[src/rtl/csel_pkg.sv]
package csel_pkg;
  localparam int CLUSTER_CELLS = 10;
  localparam int GROUP_CELLS   = CLUSTER_CELLS / 2;

  typedef enum logic [1:0] {
    CMD_HOLD  = 2'd0,
    CMD_COUNT = 2'd1,
    CMD_LOAD  = 2'd2,
    CMD_CLEAR = 2'd3
  } reg_cmd_e;
endpackage

[src/rtl/csel_rst_sync.sv]
module csel_rst_sync #(
  parameter int STAGES = 2
) (
  input  logic clk,
  input  logic rst_n,
  output logic srst_n
);
  logic [STAGES-1:0] stage_q;
  logic [STAGES-1:0] stage_d;

  always_comb begin
    stage_d = {stage_q[STAGES-2:0], 1'b1};
  end

  always_ff @(posedge clk or negedge rst_n) begin
    if (!rst_n) stage_q <= '0;
    else        stage_q <= stage_d;
  end

  assign srst_n = stage_q[STAGES-1];
endmodule

[src/rtl/csel_cell.sv]
// One bit position with two independent carry chains.
module csel_cell (
  input  logic d1,
  input  logic d2,
  input  logic ci0,
  input  logic ci1,
  output logic s0,
  output logic s1,
  output logic co0,
  output logic co1
);
  logic prop;
  logic gen;

  always_comb begin
    prop = d1 ^ d2;
    gen  = d1 & d2;
    s0   = prop ^ ci0;
    s1   = prop ^ ci1;
    co0  = gen | (prop & ci0);
    co1  = gen | (prop & ci1);
  end
endmodule

[src/rtl/csel_group.sv]
// A run of cells whose two chains start at 0 and 1; the resolved carry selects.
module csel_group #(
  parameter int CELLS = 5
) (
  input  logic [CELLS-1:0] d1,
  input  logic [CELLS-1:0] d2,
  input  logic             csel,
  output logic [CELLS-1:0] s,
  output logic             co
);
  logic [CELLS:0]   chain0;
  logic [CELLS:0]   chain1;
  logic [CELLS-1:0] s0;
  logic [CELLS-1:0] s1;

  assign chain0[0] = 1'b0;
  assign chain1[0] = 1'b1;

  for (genvar i = 0; i < CELLS; i++) begin : g_cell
    csel_cell u_cell (
      .d1  (d1[i]),
      .d2  (d2[i]),
      .ci0 (chain0[i]),
      .ci1 (chain1[i]),
      .s0  (s0[i]),
      .s1  (s1[i]),
      .co0 (chain0[i+1]),
      .co1 (chain1[i+1])
    );
  end

  always_comb begin
    s  = csel ? s1 : s0;
    co = csel ? chain1[CELLS] : chain0[CELLS];
  end
endmodule

[src/rtl/csel_chain.sv]
// Full-width adder-subtractor built from five-cell groups (two per cluster).
module csel_chain
  import csel_pkg::*;
#(
  parameter int WIDTH = 24
) (
  input  logic [WIDTH-1:0] a,
  input  logic [WIDTH-1:0] b,
  input  logic             sub,
  input  logic             cin,
  output logic [WIDTH-1:0] sum,
  output logic             cout
);
  localparam int NGROUP = (WIDTH + GROUP_CELLS - 1) / GROUP_CELLS;

  logic [WIDTH-1:0] b_eff;
  logic [NGROUP:0]  gcarry;

  always_comb begin
    b_eff = b ^ {WIDTH{sub}};
  end

  // Bit 0 is the first cell of the first cluster: the mode input owns its carry.
  assign gcarry[0] = sub | cin;

  for (genvar g = 0; g < NGROUP; g++) begin : g_grp
    localparam int LO = g * GROUP_CELLS;
    localparam int NC = ((WIDTH - LO) < GROUP_CELLS) ? (WIDTH - LO) : GROUP_CELLS;
    csel_group #(.CELLS(NC)) u_grp (
      .d1   (a[LO +: NC]),
      .d2   (b_eff[LO +: NC]),
      .csel (gcarry[g]),
      .s    (sum[LO +: NC]),
      .co   (gcarry[g+1])
    );
  end

  assign cout = gcarry[NGROUP];
endmodule

[src/rtl/csel_addsub_chain.sv]
module csel_addsub_chain
  import csel_pkg::*;
#(
  parameter int WIDTH = 24
) (
  input  logic             clk,
  input  logic             rst_n,
  input  logic [WIDTH-1:0] a,
  input  logic [WIDTH-1:0] b,
  input  logic             sub,
  input  logic             cin,
  input  logic             cnt_en,
  input  logic             cnt_down,
  input  logic             sclr,
  input  logic             sload,
  output logic [WIDTH-1:0] sum,
  output logic             cout,
  output logic [WIDTH-1:0] sum_r,
  output logic             cout_r,
  output logic [WIDTH-1:0] q
);
  localparam logic [WIDTH-1:0] STEP = {{(WIDTH-1){1'b0}}, 1'b1};

  logic             srst_n;
  logic [WIDTH-1:0] step_sum;
  logic             step_co;
  logic [WIDTH-1:0] q_d;
  logic             q_en;
  reg_cmd_e         cmd;

  csel_rst_sync #(.STAGES(2)) u_rst (
    .clk    (clk),
    .rst_n  (rst_n),
    .srst_n (srst_n)
  );

  csel_chain #(.WIDTH(WIDTH)) u_main (
    .a    (a),
    .b    (b),
    .sub  (sub),
    .cin  (cin),
    .sum  (sum),
    .cout (cout)
  );

  csel_chain #(.WIDTH(WIDTH)) u_step (
    .a    (q),
    .b    (STEP),
    .sub  (cnt_down),
    .cin  (1'b0),
    .sum  (step_sum),
    .cout (step_co)
  );

  always_comb begin
    if (sclr)        cmd = CMD_CLEAR;
    else if (sload)  cmd = CMD_LOAD;
    else if (cnt_en) cmd = CMD_COUNT;
    else             cmd = CMD_HOLD;
  end

  always_comb begin
    q_en = 1'b1;
    q_d  = q;
    unique case (cmd)
      CMD_CLEAR: q_d = '0;
      CMD_LOAD:  q_d = a;
      CMD_COUNT: q_d = step_sum;
      default:   q_en = 1'b0;
    endcase
  end

  always_ff @(posedge clk or negedge srst_n) begin
    if (!srst_n)   q <= '0;
    else if (q_en) q <= q_d;
  end

  always_ff @(posedge clk or negedge srst_n) begin
    if (!srst_n) begin
      sum_r  <= '0;
      cout_r <= 1'b0;
    end else begin
      sum_r  <= sum;
      cout_r <= cout;
    end
  end

  logic unused_step_co;
  assign unused_step_co = step_co;
endmodule

[config.mk]
export PLATFORM = sky130hd
export DESIGN_NAME = csel_addsub_chain
export DESIGN_NICKNAME = d
export VERILOG_FILES = /design/src/rtl/csel_pkg.sv /design/src/rtl/csel_rst_sync.sv /design/src/rtl/csel_cell.sv /design/src/rtl/csel_group.sv /design/src/rtl/csel_chain.sv /design/src/rtl/csel_addsub_chain.sv
export SDC_FILE = /design/constraint.sdc
export NUM_CORES = 1
export LEC_CHECK = 0
export ABC_AREA = 1
export CAP_MARGIN = 20
export CELL_PAD_IN_SITES_DETAIL_PLACEMENT = 1
export CELL_PAD_IN_SITES_GLOBAL_PLACEMENT = 1
export CORE_MARGIN = 2
export CORE_UTILIZATION = 35
export DETAILED_ROUTE_END_ITERATION = 6
export GPL_ROUTABILITY_DRIVEN = 0
export PLACE_DENSITY_LB_ADDON = 0.1
export SETUP_SLACK_MARGIN = 0.02
export SYNTH_ARGS = -nofsm -noshare
export SYNTH_HDL_FRONTEND = slang
export SYNTH_SLANG_ARGS = --single-unit
[constraint.sdc]
create_clock -name clk -period 19.9 [get_ports clk]
set_input_delay 3.98 -clock clk [delete_from_list [all_inputs] [get_ports clk]]
set_output_delay 3.98 -clock clk [all_outputs]
set_load 0.02 [all_outputs]
* Word level (Yosys, flattened, before mapping)
Index checks and enable logic that the tools add are counted.
** Cells by class
- Add/sub/neg operators :: 0
- Multipliers :: 0
- Divide/modulo/power cells :: 0
- $lt $le $gt $ge :: 0
- Equal/unequal tests :: 3
- Shifts and indexed selects :: 0
- Mux-type cells :: 24
- Bitwise operators :: 342
- Reductions and logical operators :: 3
** Operator list (count)
- $xor 1x1->1 :: 124
- $and 1x1->1 :: 121
- $or 1x1->1 :: 85
- $pmux 24 s3 :: 1
- $mux 5 :: 8
- $xor 24x24->24 :: 1
- $mux 1 :: 11
- $not 1->1 :: 11
- $mux 4 :: 2
- $eq 2x2->1 const B :: 2
- $mux 2 :: 2
- $reduce_bool 3->1 :: 1
- $reduce_or 3->1 :: 1
- $eq 2x1->1 const B :: 1
- $reduce_and 2->1 :: 1
** Storage, ports and cells
- Register bits after elaboration :: 51
- Latch bits :: 0
- Memory bits (writable) :: 0
- ROM bits :: 0
- Input port bits :: 56
- Output and inout bits :: 74
- Word-level logic and storage cells :: 376
- Memories :: 0

* Depth between registers and ports, before layout
- Word-level depth :: 17
- Mapped depth :: 37
- Gate-level depth less buffers :: 37

* By module
Synthesis repeated with hierarchy kept, for this count alone.
** Second synthesis, totals
- Cell total of the unflattened synthesis :: 722
- Area, all modules :: 5602.9 µm²
** By module, submodules not included
- csel_addsub_chain :: times used 1, cells each 213, area an instance 1933.1 µm², sequential area each 1226.2 µm²
- csel_cell :: times used 48, cells each 2, area an instance 40.0 µm², sequential area each 0.0 µm²
- csel_chain :: times used 2, cells each 103, area an instance 464.2 µm², sequential area each 0.0 µm²
- csel_group at u_main.g_grp[0].u_grp ... :: times used 8, cells each 21, area an instance 78.8 µm², sequential area each 0.0 µm²
- csel_group at u_main.g_grp[4].u_grp ... :: times used 2, cells each 18, area an instance 67.6 µm², sequential area each 0.0 µm²
- csel_rst_sync :: times used 1, cells each 3, area an instance 53.8 µm², sequential area each 50.0 µm²

* Least setup slack after synthesis
No wires, ideal clock.
- Path kind :: input to output
- Start :: input sub
- End :: output sum[23]
- Arrival :: 12.703 ns
- Required time :: 15.920 ns
- Slack :: 3.217 ns
- Cell stages on the path :: 33
- Cells stage by stage :: buf_4 xnor2_1 ha_1 nor2_1 a21oi_1 fa_1 fa_1 fa_1 fa_1 nor2_1 a21oi_1 fa_1 fa_1 fa_1 fa_1 nor2_1 a21oi_1 fa_1 fa_1 fa_1 fa_1 nor2_1 a21oi_1 fa_1 fa_1 fa_1 fa_1 nor2_1 a21oi_1 fa_1 fa_1 inv_1 fa_1
** On the way
- Word-level cells in the longest chain between the ends :: 16
** Ends and longest elaborated chain
- start, declared :: line csel_addsub_chain.sv:10 : input logic sub,
- $xor 24x24->24 :: line csel_chain.sv:20 : b_eff = b ^ {WIDTH{sub}};
- $and 1x1->1 or $xor 1x1->1 (tied branches) :: line csel_cell.sv:17, csel_cell.sv:16
- $or 1x1->1 :: line csel_cell.sv:21 : co1 = gen | (prop & ci1);
- $and 1x1->1 :: line csel_cell.sv:21
- $or 1x1->1 :: line csel_cell.sv:21
- $and 1x1->1 :: line csel_cell.sv:21
- $or 1x1->1 :: line csel_cell.sv:21
- $and 1x1->1 :: line csel_cell.sv:21
- $or 1x1->1 :: line csel_cell.sv:21
- $and 1x1->1 :: line csel_cell.sv:21
- $or 1x1->1 :: line csel_cell.sv:21
- $mux 1 (4 in a row) :: line csel_group.sv:34 : co = csel ? chain1[CELLS] : chain0[CELLS];
- $mux 4 (*) :: line csel_group.sv:33 : s = csel ? s1 : s0;
- end, declared :: line csel_addsub_chain.sv:16 : output logic [WIDTH-1:0] sum,
Every way passes the cells marked *; elsewhere a longest branch is shown, timed or not.

* Final worst setup path
Ends and elaborated chain as after synthesis.

==> results.md <==
- All-Layer GR Usage: 16.8%
- VDD IR max: 0.0362 mV
- Die Span Y: 108 um
- Post-synthesis cell count: 373
- CP endpoint kind: output pin
- H-tree levels: 2
- Status: completed
- Initial antenna violation count: 0
- Post-CTS setup buffers: 0
- Share of layout cells above drive strength 1: 5.65%
- Vias in the first global route: 3111
- Fin crit share: 91.9%
- Vias per cell: 4.56
- Pre-CTS WS: 1.59 ns
- Synthesized area per cell: 10.1 um^2
- Static Leak: 2.20 nW
- Clock tree root driver cell: clkbuf_8
- Number of antenna diodes: 0
- First-pass GRT wire length: 15100 um
- Pwr per Cell Area: 77.2 nW/um^2
- 1st-iter DRT viols: 36
- Fmax: 0.0547 GHz
- # nets final: 592
- Max stage delay on crit path: 0.61 ns
- Post-CTS sizing: 0
- RSZ-0062 raised after global routing: false
- Synth unique cells: 25
- Max Slew Vio Count: 0
- Area Overhead vs Synth: 34.4%
- Seq/Total Area, Yosys: 34.0%
- Finish-stage setup viols: 0
- DP HPWL: 6900 um
- Hold Fails Final Rpt: 0
- Crit-path slowest cell: buf_2
- Power Total: 0.390 mW
- CTS tree: yes
- WL/cell: 14.9 um
- Routed Antenna Nets: 0
- Reg-to-reg critical path startpoint: q[0]$_DFFE_PN0P_
- Num Clock Sinks: 51
- Min setup slack post-route: 1.62 ns
- Commonest non-fill, non-tap cell in the layout: clkdlybuf4s50_1
- Max Cap Viol: 0
- Setup Skew: 0.0122 ns
- Post-layout util: 48.6%
- Kind of critical path: in2out
- Ys Warns: 0
- Fin crit period: 18.28 ns
- Placed cell area: 4960 um^2
- Register-to-Register Path Depth: 31
- Post-route cell area: 5040 um^2
- CP Data Arrival Time: 14.30 ns
- CP max FO: 25
- Worst slew pin tran: 0.868 ns
- Final WL: 9140 um
- FF-to-FF End: q[22]$_DFFE_PN0P_
- Syn_nets: 488
- Vias after detailed routing: 2797
- # rows: 37
- Port buffer count: 129
- DRC Markers: 0
- Core Area: 10400 um^2
- Class of the worst hold path: reg2reg
- Hold_sp: u_rst.stage_q[0]$_DFF_PN0_
- CP required: 15.92 ns
- Setup tns final: 0 ns
- Clk pin slew, worst setup/hold paths: 0.10 ns
- Cell mode on critical path: fa_1
- # hold bufs at CTS: 0
- Die area: 11600 um^2
- Most frequent cells in the layout: 128 x clkdlybuf4s50_1, 78 x inv_1, 50 x dfrtp_1
- CTS Buf Count: 5
- First-pass DRT Iterations: 4
- Mapped Area: 3750 um^2
- Die X: 108 um
- Worst hold stages: 0
- CTS max path bufs: 2
- Worst slew margin: 42.2%
- Startpoint Class: input port
- Hold Path End: u_rst.stage_q[1]$_DFF_PN0_
- Synth Register Bits: 51
- Reg2Reg Setup Slack: 10.49 ns
- Skew-Pair Late Insertion Delay: 0.31 ns
- # IOs: 130
- Maximum number of pins on one net before global-route repair: 50
- Initial Utilization: 36.2%
- Gr ovfl total: 0
[power breakdown]
group,leakage [nW],internal [mW],switching (mW)
registers,0.640,0.122,0.00621
clock network,0.0412,0.0248,0.0374
logic,1.52,0.0939,0.105
[how the worst max path moves through the flow]
stage	from	end	slack, ns	depth (start not counted)
after floorplan	sub	sum[23]	3.22	33
after global placement	sub	sum[23]	1.83	34
after detailed placement	sub	sum[23]	1.59	34
after CTS	sub	sum[23]	1.55	34
after global routing	sub	sum[23]	1.11	34
final	sub	sum[23]	1.62	34
[logic make-up after synthesis]
| family | after synthesis | share of synthesized area, % |
|---|---|---|
| adder cells (fa/ha/maj) | 59 | 27.1 |
| AND/OR/NAND/NOR | 61 | 6.47 |
| buffers and inverters | 116 | 15.4 |
| flip-flops | 51 | 34.0 |
| AO/OA/AOI/OAI | 55 | 9.94 |
| XOR/XNOR | 30 | 7.00 |
| other | 1 | 0.0999 |
[registers in the layout, summed over array words and instances (netlist names)]
signal         flops
u_rst.stage_q      2
cout_r             1
sum_r             24
q                 24
[critical path: cells and delay by family]
family | cells | cell delay, ns
AO/OA/AOI/OAI | 5 | 0.32
adder cells (fa/ha/maj) | 20 | 7.92
AND/OR/NAND/NOR | 5 | 0.60
XOR/XNOR | 1 | 0.20
buffers and inverters | 3 | 1.26
[through the flow]
step           hold WS [ns]  std cells
2_1_floorplan         0.331        373
3_3_place_gp          0.338        606
3_5_place_dp          0.340        606
4_1_cts               0.365        614
5_1_grt               0.381        614
6_report              0.360        614
[layer usage]
| metal | track usage (%) | wire, um |
|---|---|---|
| met5 | 0 | 0 |
| met1 | 21.2 | 3850 |
| met4 | 4.12 | 121 |
| met3 | 2.66 | 366 |
| met2 | 30.1 | 4810 |
[layout make-up]
type,instances,area [um^2]
clock inverters,2,12.5
clock buffers,6,72.6
flip-flops and latches,51,1280
fillers,1200,5330
repair buffers,131,1300
inverters,82,313
well taps,136,170
multi-input cells,206,1900
[Yosys cell counts]
cell type,count,share of area [%]
buf_6,2,0.60
nor2_4,1,0.30
inv_1,78,7.8
nand3b_1,1,0.20
o21ai_0,6,0.80
inv_4,2,0.33
o21ai_1,4,0.53
fa_1,37,20
buf_4,27,5.4
buf_12,1,0.53
xor2_1,1,0.23
a21oi_1,22,2.9
nand3_1,2,0.27
a22o_1,1,0.23
conb_1,1,0.10
nand2_1,30,3.0
ha_1,22,7.3
buf_2,4,0.53
nor2_1,27,2.7
inv_2,2,0.20
a22o_2,1,0.27
xnor2_1,29,6.8
o22ai_2,10,3.3
o22ai_1,11,1.8
dfrtp_1,51,34
No activity file was read; power rests on OpenSTA's default activity.
